**config.mk**
```make
export PLATFORM = sky130hd
export DESIGN_NAME = stall_cause_counters
export DESIGN_NICKNAME = d
export VERILOG_FILES = /design/src/rtl/stall_cause_pkg.sv /design/src/rtl/stall_cause_ctrl.sv /design/src/rtl/stall_cause_dp.sv /design/src/rtl/stall_cause_counters.sv
export SDC_FILE = /design/constraint.sdc
export NUM_CORES = 1
export LEC_CHECK = 0
export BUFFER_PORTS_ARGS = -buffer_cell sky130_fd_sc_hd__buf_2
export CELL_PAD_IN_SITES_DETAIL_PLACEMENT = 0
export CELL_PAD_IN_SITES_GLOBAL_PLACEMENT = 1
export CORE_ASPECT_RATIO = 0.7
export CORE_MARGIN = 2
export CORE_UTILIZATION = 46
export CTS_CLUSTER_DIAMETER = 80
export DETAILED_ROUTE_END_ITERATION = 10
export PLACE_DENSITY = 0.88
export SLEW_MARGIN = 10
export SYNTH_ARGS = -nofsm -noshare
export SYNTH_HDL_FRONTEND = slang
export SYNTH_SLANG_ARGS = --single-unit
```
**constraint.sdc**
```tcl
create_clock -name clk -period 3.65 [get_ports clk]
set_clock_uncertainty 0.2 [all_clocks]
set_input_delay 0 -clock clk [delete_from_list [all_inputs] [get_ports clk]]
set_output_delay 0 -clock clk [all_outputs]
set_load 0.1 [all_outputs]
```
**src/rtl/stall_cause_pkg.sv**
```systemverilog
`timescale 1ns/1ps
package stall_cause_pkg;
  localparam int NCAUSE = 5;
  localparam int NCNT   = NCAUSE + 1;
  // Counter slots; the cause order here is also the priority order.
  localparam int IDX_DTLB  = 0;
  localparam int IDX_L2    = 1;
  localparam int IDX_L1    = 2;
  localparam int IDX_FU    = 3;
  localparam int IDX_OTHER = 4;
  localparam int IDX_TOTAL = 5;

  typedef struct packed {
    logic              clr;
    logic              incTotal;
    logic [NCAUSE-1:0] incCause;
  } ctrl_strb_t;
endpackage

```
**src/rtl/stall_cause_ctrl.sv**
```systemverilog
`timescale 1ns/1ps
module stall_cause_ctrl
  import stall_cause_pkg::*;
(
  input  logic       clear,
  input  logic       robFull,
  input  logic       dispStall,
  input  logic       headDtlb,
  input  logic       headL2,
  input  logic       headL1,
  input  logic       headLongFu,
  output ctrl_strb_t strb
);
  logic backStall;
  logic [NCAUSE-2:0] flagVec;

  assign backStall = robFull & dispStall;
  assign flagVec   = {headLongFu, headL1, headL2, headDtlb};

  // Fixed priority: lowest index wins, no flag means "other".
  always_comb begin
    strb          = '0;
    strb.clr      = clear;
    strb.incTotal = ~clear;
    if (!clear && backStall) begin
      if (flagVec == '0) begin
        strb.incCause[IDX_OTHER] = 1'b1;
      end else begin
        for (int i = NCAUSE - 2; i >= 0; i--) begin
          if (flagVec[i]) begin
            strb.incCause    = '0;
            strb.incCause[i] = 1'b1;
          end
        end
      end
    end
  end
endmodule

```
**src/rtl/stall_cause_dp.sv**
```systemverilog
`timescale 1ns/1ps
module stall_cause_dp
  import stall_cause_pkg::*;
#(
  parameter int CNT_W = 32
)(
  input  logic                       clk,
  input  logic                       rstN,
  input  ctrl_strb_t                 strb,
  output logic [NCNT-1:0][CNT_W-1:0] cntVec
);
  localparam logic [CNT_W-1:0] CNT_MAX = {CNT_W{1'b1}};

  logic [NCNT-1:0] incVec;
  assign incVec = {strb.incTotal, strb.incCause};

  for (genvar g = 0; g < NCNT; g++) begin : gCnt
    logic [CNT_W-1:0] cntQ;
    always_ff @(posedge clk or negedge rstN) begin
      if (!rstN)                          cntQ <= '0;
      else if (strb.clr)                  cntQ <= '0;
      else if (incVec[g] && cntQ != CNT_MAX) cntQ <= cntQ + 1'b1;
    end
    assign cntVec[g] = cntQ;
  end


  one_cause_chk: assert property (@(posedge clk) disable iff (!rstN)
    $onehot0(strb.incCause));
endmodule

```
**src/rtl/stall_cause_counters.sv**
```systemverilog
`timescale 1ns/1ps
module stall_cause_counters
  import stall_cause_pkg::*;
#(
  parameter int CNT_W = 32
)(
  input  logic             clk,
  input  logic             rstN,
  input  logic             clear,
  input  logic             robFull,
  input  logic             dispStall,
  input  logic             headDtlb,
  input  logic             headL2,
  input  logic             headL1,
  input  logic             headLongFu,
  output logic [CNT_W-1:0] totalCnt,
  output logic [CNT_W-1:0] dtlbCnt,
  output logic [CNT_W-1:0] l2Cnt,
  output logic [CNT_W-1:0] l1Cnt,
  output logic [CNT_W-1:0] fuCnt,
  output logic [CNT_W-1:0] otherCnt
);
  localparam logic [CNT_W-1:0] TOP_MAX = {CNT_W{1'b1}};

  ctrl_strb_t strb;
  logic [NCNT-1:0][CNT_W-1:0] cntVec;

  stall_cause_ctrl uCtrl (
    .clear(clear), .robFull(robFull), .dispStall(dispStall),
    .headDtlb(headDtlb), .headL2(headL2), .headL1(headL1),
    .headLongFu(headLongFu), .strb(strb)
  );

  stall_cause_dp #(.CNT_W(CNT_W)) uDp (
    .clk(clk), .rstN(rstN), .strb(strb), .cntVec(cntVec)
  );

  assign dtlbCnt  = cntVec[IDX_DTLB];
  assign l2Cnt    = cntVec[IDX_L2];
  assign l1Cnt    = cntVec[IDX_L1];
  assign fuCnt    = cntVec[IDX_FU];
  assign otherCnt = cntVec[IDX_OTHER];
  assign totalCnt = cntVec[IDX_TOTAL];


  idle_hold_chk: assert property (@(posedge clk) disable iff (!rstN)
    (!(robFull && dispStall) && !clear) |=>
      ($stable(dtlbCnt) && $stable(l2Cnt) && $stable(l1Cnt) &&
       $stable(fuCnt) && $stable(otherCnt)));


  clear_zero_chk: assert property (@(posedge clk) disable iff (!rstN)
    clear |=> (totalCnt == '0 && dtlbCnt == '0 && l2Cnt == '0 &&
               l1Cnt == '0 && fuCnt == '0 && otherCnt == '0));


  total_step_chk: assert property (@(posedge clk) disable iff (!rstN)
    (!clear && totalCnt != TOP_MAX) |=> totalCnt == $past(totalCnt) + 1'b1);


  dtlb_first_chk: assert property (@(posedge clk) disable iff (!rstN)
    (robFull && dispStall && headDtlb && !clear && dtlbCnt != TOP_MAX)
      |=> dtlbCnt == $past(dtlbCnt) + 1'b1);


  sat_hold_chk: assert property (@(posedge clk) disable iff (!rstN)
    (!clear && totalCnt == TOP_MAX) |=> totalCnt == TOP_MAX);
endmodule

```
# Word-level counts from Yosys, hierarchy flattened
# Index checks and enable logic that the tools add are counted.
[word_totals]
latchBits = 0
reg_bits = 192
output_inout_bits = 192
rom_bits = 0
ramBits = 0
elab_cells = 54
mem_count = 0
[op_classes]
eq_ne = 6
addsub = 6
mul = 0
magnitude_cmp = 0
muxes = 19
shifts = 0
n_bitwise = 2
div = 0
n_reduce_logical = 15
[ops]
columns = ["cell", "count"]
rows = [
  ["two-way mux 32 bit", 12],
  ["adder 32 x 1 -> 32 bit, second input constant", 6],
  ["inequality test 32 bit, second input constant", 6],
  ["two-way mux 4 bit", 4],
  ["nonzero test 2 bit", 6],
  ["two-way mux 5 bit", 2],
  ["logical AND 1 bit", 7],
  ["zero test 4 bit", 1],
  ["AND 1 bit", 1],
  ["zero test 1 bit", 1],
  ["two-way mux 1 bit", 1],
  ["NOT 1 bit", 1],
]

# Logic depth before layout (Yosys ltp)
[logic_depth]
word_depth = 9
mapped_depth = 9
depth_no_buf = 6

# By module
# From an unflattened synthesis, not the netlist that was laid out.
[unflattened]
cells_unflattened = 1191
hier_area_um2 = 10981.8
[by_module_without_submodules]
columns = ["module", "n_inst", "area_per_inst_um2", "cells_each", "seq_area_each_um2"]
rows = [
  ["stall_cause_dp", 1, 10877.9, 1182, 4804.6],
  ["stall_cause_ctrl", 1, 103.8, 9, 0.0],
]

# Worst setup path before layout
# Ideal clock, no wire load.
[synth_path]
path_type = "reg2reg"
start = "register uDp.gCnt[0].cntQ[0]"
end = "register uDp.gCnt[0].cntQ[1]"
stages_incl_launch_ff = 9
setup_time_ns = 0.132
arrival_time_ns = 2.899
n_path_buf = 2
synth_period_minus_slack_ns = 3.231
t_required_ns = 3.318
path_slack_ns = 0.419
cell_sequence = "dfrtp_1 > ha_1 > nand4_1 > or4_4 > o31ai_4 > buf_4 > buf_6 > mux2i_1 > nor2_1"
[synth_via]
elab_chain_cells = 3
[synth_lines]
columns = ["item", "line", "text"]
rows = [
  ["start, declared", "stall_cause_dp.sv:18", "logic [CNT_W-1:0] cntQ;"],
  ["start signal, assigned", "stall_cause_dp.sv:22", "else if (incVec[g] && cntQ != CNT_MAX) cntQ <= cntQ + 1'b1;"],
  ["adder 32 x 1 -> 32 bit / inequality test 32 bit (equally long branches)", "stall_cause_dp.sv:22", ""],
  ["two-way mux 32 bit / logical AND 1 bit (equally long branches)", "stall_cause_dp.sv:22", ""],
  ["two-way mux 32 bit / nonzero test 2 bit (equally long branches)", "-", ""],
]
# Parallel ways exist; a longest one is shown, timed or not. The select of a mux whose other input is x is not followed.
# A chain may end at the register's enable or synchronous reset.

# Final worst setup path
[layout_path]
start = "register uDp.gCnt[4].cntQ[0]"
end = "register uDp.gCnt[4].cntQ[3]"
[layout_via]
elab_chain_cells = 3
[layout_lines]
columns = ["item", "line"]
rows = [
  ["start, declared", "stall_cause_dp.sv:18"],
  ["start signal, assigned", "stall_cause_dp.sv:22"],
  ["adder 32 x 1 -> 32 bit / inequality test 32 bit (equally long branches)", "stall_cause_dp.sv:22"],
  ["two-way mux 32 bit / logical AND 1 bit (equally long branches)", "stall_cause_dp.sv:22"],
  ["two-way mux 32 bit / nonzero test 2 bit (equally long branches)", "-"],
]
# Parallel ways exist; a longest one is shown, timed or not. The select of a mux whose other input is x is not followed.

==> summary.txt <==
=================================================================================================================
Combinational fraction of design power                                                                       4.7%
Result of the run                                                                                    finished clean
Area of the placeable core                                                                            0.0236 mm^2
Cell with the largest stage delay on the worst path                                                        and4_1
Complex-gate fraction of the synthesized area                                                               16.7%
Detailed Route WL                                                                                        30800 um
Sum of routed wire segments on met1                                                                      15300 um
CP endpoint kind                                                                                        flip-flop
Most flops, register                                                                                 uDp.gCnt.cntQ
Vertical die dimension                                                                                     134 um
TritonCTS clock tree                                                                                        built
X dimension of the die                                                                                     189 um
Number of remaining DRC errors                                                                                  0
Fin crit share                                                                                              79.3%
Worst path required time                                                                                  3770 ps
Count of warnings emitted by yosys                                                                              0
Area added between synthesis and finish                                                                     17.9%
Worst slack on hold paths                                                                                  327 ps
Worst-path clk slew                                                                                         70 ps
Power density over cell area                                                                          325 mW/mm^2
Worst setup SP type                                                                                     flip-flop
CTS Buf Count                                                                                                  17
Post-Syn Area per Cell                                                                                  9.07 um^2
Fraction of registers with async set or reset after synthesis                                                100%
Summed negative setup slack over all endpoints                                                               0 ps
HP Class                                                                                             flip-flop to flip-flop
Maximum Capacitance Violations                                                                                  0
Clock share of power                                                                                        44.7%
Worst slew margin                                                                                           42.6%
Global-route total usage across every layer                                                                 24.1%
Unrepaired setup endpoints after global routing                                                                no
Max Clk Rate                                                                                              346 MHz
Total number of vias                                                                                        10600
Arithmetic-cell share of the synthesized area counting full adders, half adders and majority gates         0.679%
Clock latency of the later-clocked register in the worst-skew pair                                         430 ps
Net Sw Power                                                                                              1.03 mW
Final setup violation count                                                                                     0
Master cell of the clock root buffer                                                                    clkbuf_16
Most common cell after layout, fill and taps aside                                                          buf_2
Drt pass-1 iters                                                                                                5
CP peak stage delay                                                                                        580 ps
Mux contribution to synthesized area                                                                        2.89%
Worst Setup Path Type                                                                                flip-flop to flip-flop
Depth of the CTS H-tree                                                                                         4
Total number of nets in the final design                                                                     1425
GPL Wtd Cong                                                                                                0.843
Sequence of cells on the critical path                                                               ha_1, nand4_1, nor3_1, and4_1, buf_4, nor4_1, a211o_1
Fraction of the mapped netlist area in simple logic gates                                                   31.0%
Top sig layer                                                                                                met4
Total power consumption of the routed design                                                              4.23 mW
Met3 wire length                                                                                          2020 um
Depth of the critical timing path with buffers and inverters included                                           7
Final antenna-violating net count                                                                               0
Antenna diode count                                                                                             0
Number of core rows                                                                                            47
Share of final-layout standard cells stronger than drive strength 1                                         21.0%
Slew at the pin closest to its max-slew limit                                                              848 ps
Maximum number of pins on one net before global-route repair                                                   87
Hold Path Cell Cnt                                                                                              1
Remaining global-route overflow                                                                                 0
Utilization after layout                                                                                    55.1%
Signal arrival time at the worst endpoint                                                                 3020 ps
Initial Utilization                                                                                         46.8%
Largest registers                                                                                    uDp.gCnt.cntQ (192)
Number of flip-flops in the largest register                                                                  192
Prevailing post-synth register cell                                                                       dfrtp_1
Number of library cell types mapped by synthesis                                                               71
Minimum clock period after layout                                                                         2890 ps
Leak Pwr                                                                                                  5.50 nW
FF+latch count, synth                                                                                         192
Cell internal pwr                                                                                         3.20 mW
Die ar.                                                                                               0.0253 mm^2
Buf+Inv Stages, Crit Path                                                                                       1
Antenna violations before repair                                                                                0
XOR/XNOR share of the synthesized area                                                                      1.90%
Total nets after synthesis                                                                                   1233
Fraction of power spent switching nets                                                                      24.3%
Mapped cell area                                                                                      0.0111 mm^2
First-pass GRT wire length                                                                               49700 um
Number of global-route vias before repair                                                                    9303
WL met2                                                                                                  13200 um
Via/cell ratio                                                                                               6.09
Family of cells with the greatest summed delay on the critical path                                  simple AND/OR/NAND/NOR gates
Commonest cells after routing, fill and taps aside                                                   buf_2, dfrtp_1, a21oi_1
Cell count after synthesis                                                                                   1218
Detailed Route Iter0 Violations                                                                               729
Boundary pin count                                                                                            201
Worst Path Max Fanout                                                                                          17
Post-detailed-placement half-perimeter wirelength                                                        21600 um
Number of flops mapped to enable cells by yosys                                                                 0
Flop pwr share                                                                                              50.6%
Count of pins over their slew limit                                                                             0
Maximum buffer depth of the clock tree                                                                          2
Sequential area share after synthesis                                                                       43.5%
Main combinational cell family by area after synthesis                                               simple AND/OR/NAND/NOR gates
Maximum vdd drop                                                                                           316 uV
Clock sink count                                                                                              192
Avg WL per Cell                                                                                           17.7 um
Final hold violations                                                                                           0
Cells on worst reg2reg path                                                                                     7
IO Port Bufs                                                                                                  200
=================================================================================================================
-- through the flow --
stage               setup WS, ps  cells  area, um^2
global route                 538   1741       13000
global placement             886   1699       12300
floorplan                    419   1218       11100
finish                       757   1741       13000
detailed placement           792   1699       12300
CTS                          776   1741       13000
-- logic make-up after synthesis --
group,count (synthesis)
mux,29
buf+inv,83
xor+xnor,24
flops,192
fa+ha+maj,6
compound gates,296
simple gates,588
-- power by group through the flow --
stage               Sequential (mW)  Combinational (mW)  Clock [mW]
floorplan                      2.22              0.0698           0
global placement               2.18               0.191           0
detailed placement             2.18               0.193           0
CTS                            2.14               0.202        1.93
global route                   2.14               0.218        2.02
finish                         2.14               0.198        1.89
-- area by class of cell --
cell class	count	area, um^2
timing repair buffer	226	1250
tap	318	398
fill	2236	10600
multi-input combinational	943	5880
sequential	192	4800
clock buffer	19	443
inverter	30	113
clock inverter	13	136
-- Yosys cell counts (all sizes together), types with 4 or more instances --
library cell | number | share of area [%]
o2111ai | 7 | 0.55
nor2b | 17 | 0.96
or2 | 6 | 0.34
nand4b | 7 | 0.55
and3 | 28 | 1.6
and2 | 8 | 0.45
nand3b | 4 | 0.27
mux2 | 20 | 2.1
nand4 | 52 | 3.2
or3 | 71 | 4.0
a221o | 4 | 0.36
and4 | 19 | 1.5
o31ai | 45 | 3.6
nand3 | 83 | 3.8
or4 | 53 | 3.7
nor3 | 34 | 1.7
nand2 | 92 | 3.1
dfrtp | 192 | 43
buf | 24 | 1.4
ha | 6 | 0.68
o211ai | 13 | 0.88
a31oi | 20 | 1.1
o311ai | 4 | 0.32
inv | 29 | 0.98
o21ai | 77 | 3.5
clkbuf | 29 | 0.98
a21oi | 107 | 4.9
nor4 | 30 | 2.2
xnor2 | 7 | 0.55
xor2 | 17 | 1.3
nor2 | 73 | 2.5
mux2i | 9 | 0.82
-- repair_timing --
action	CTS	global route
setup buffers	0	0
gates resized for setup	0	0
endpoints found under the hold margin	251	0
hold buffers	10	0
-- path summary, 6_finish.rpt --
kind                                         to                 start  slack, ps
hold / removal             uDp.gCnt[0].cntQ[31]  uDp.gCnt[0].cntQ[31]        330
min in group asynchronous  uDp.gCnt[3].cntQ[22]                  rstN        470
max in group asynchronous  uDp.gCnt[4].cntQ[23]                  rstN       1250
setup reg to reg            uDp.gCnt[4].cntQ[3]   uDp.gCnt[4].cntQ[0]        760
hold reg to reg            uDp.gCnt[0].cntQ[31]  uDp.gCnt[0].cntQ[31]        330
setup / recovery            uDp.gCnt[4].cntQ[3]   uDp.gCnt[4].cntQ[0]        760
-- per-layer routing --
layer  vias up  track usage (%)
li1       5078                -
met1      5150             37.3
met2       342             34.2
met3        26             5.14
met4         0             5.25
met5         -                0
(Power assumes the default switching activity.)
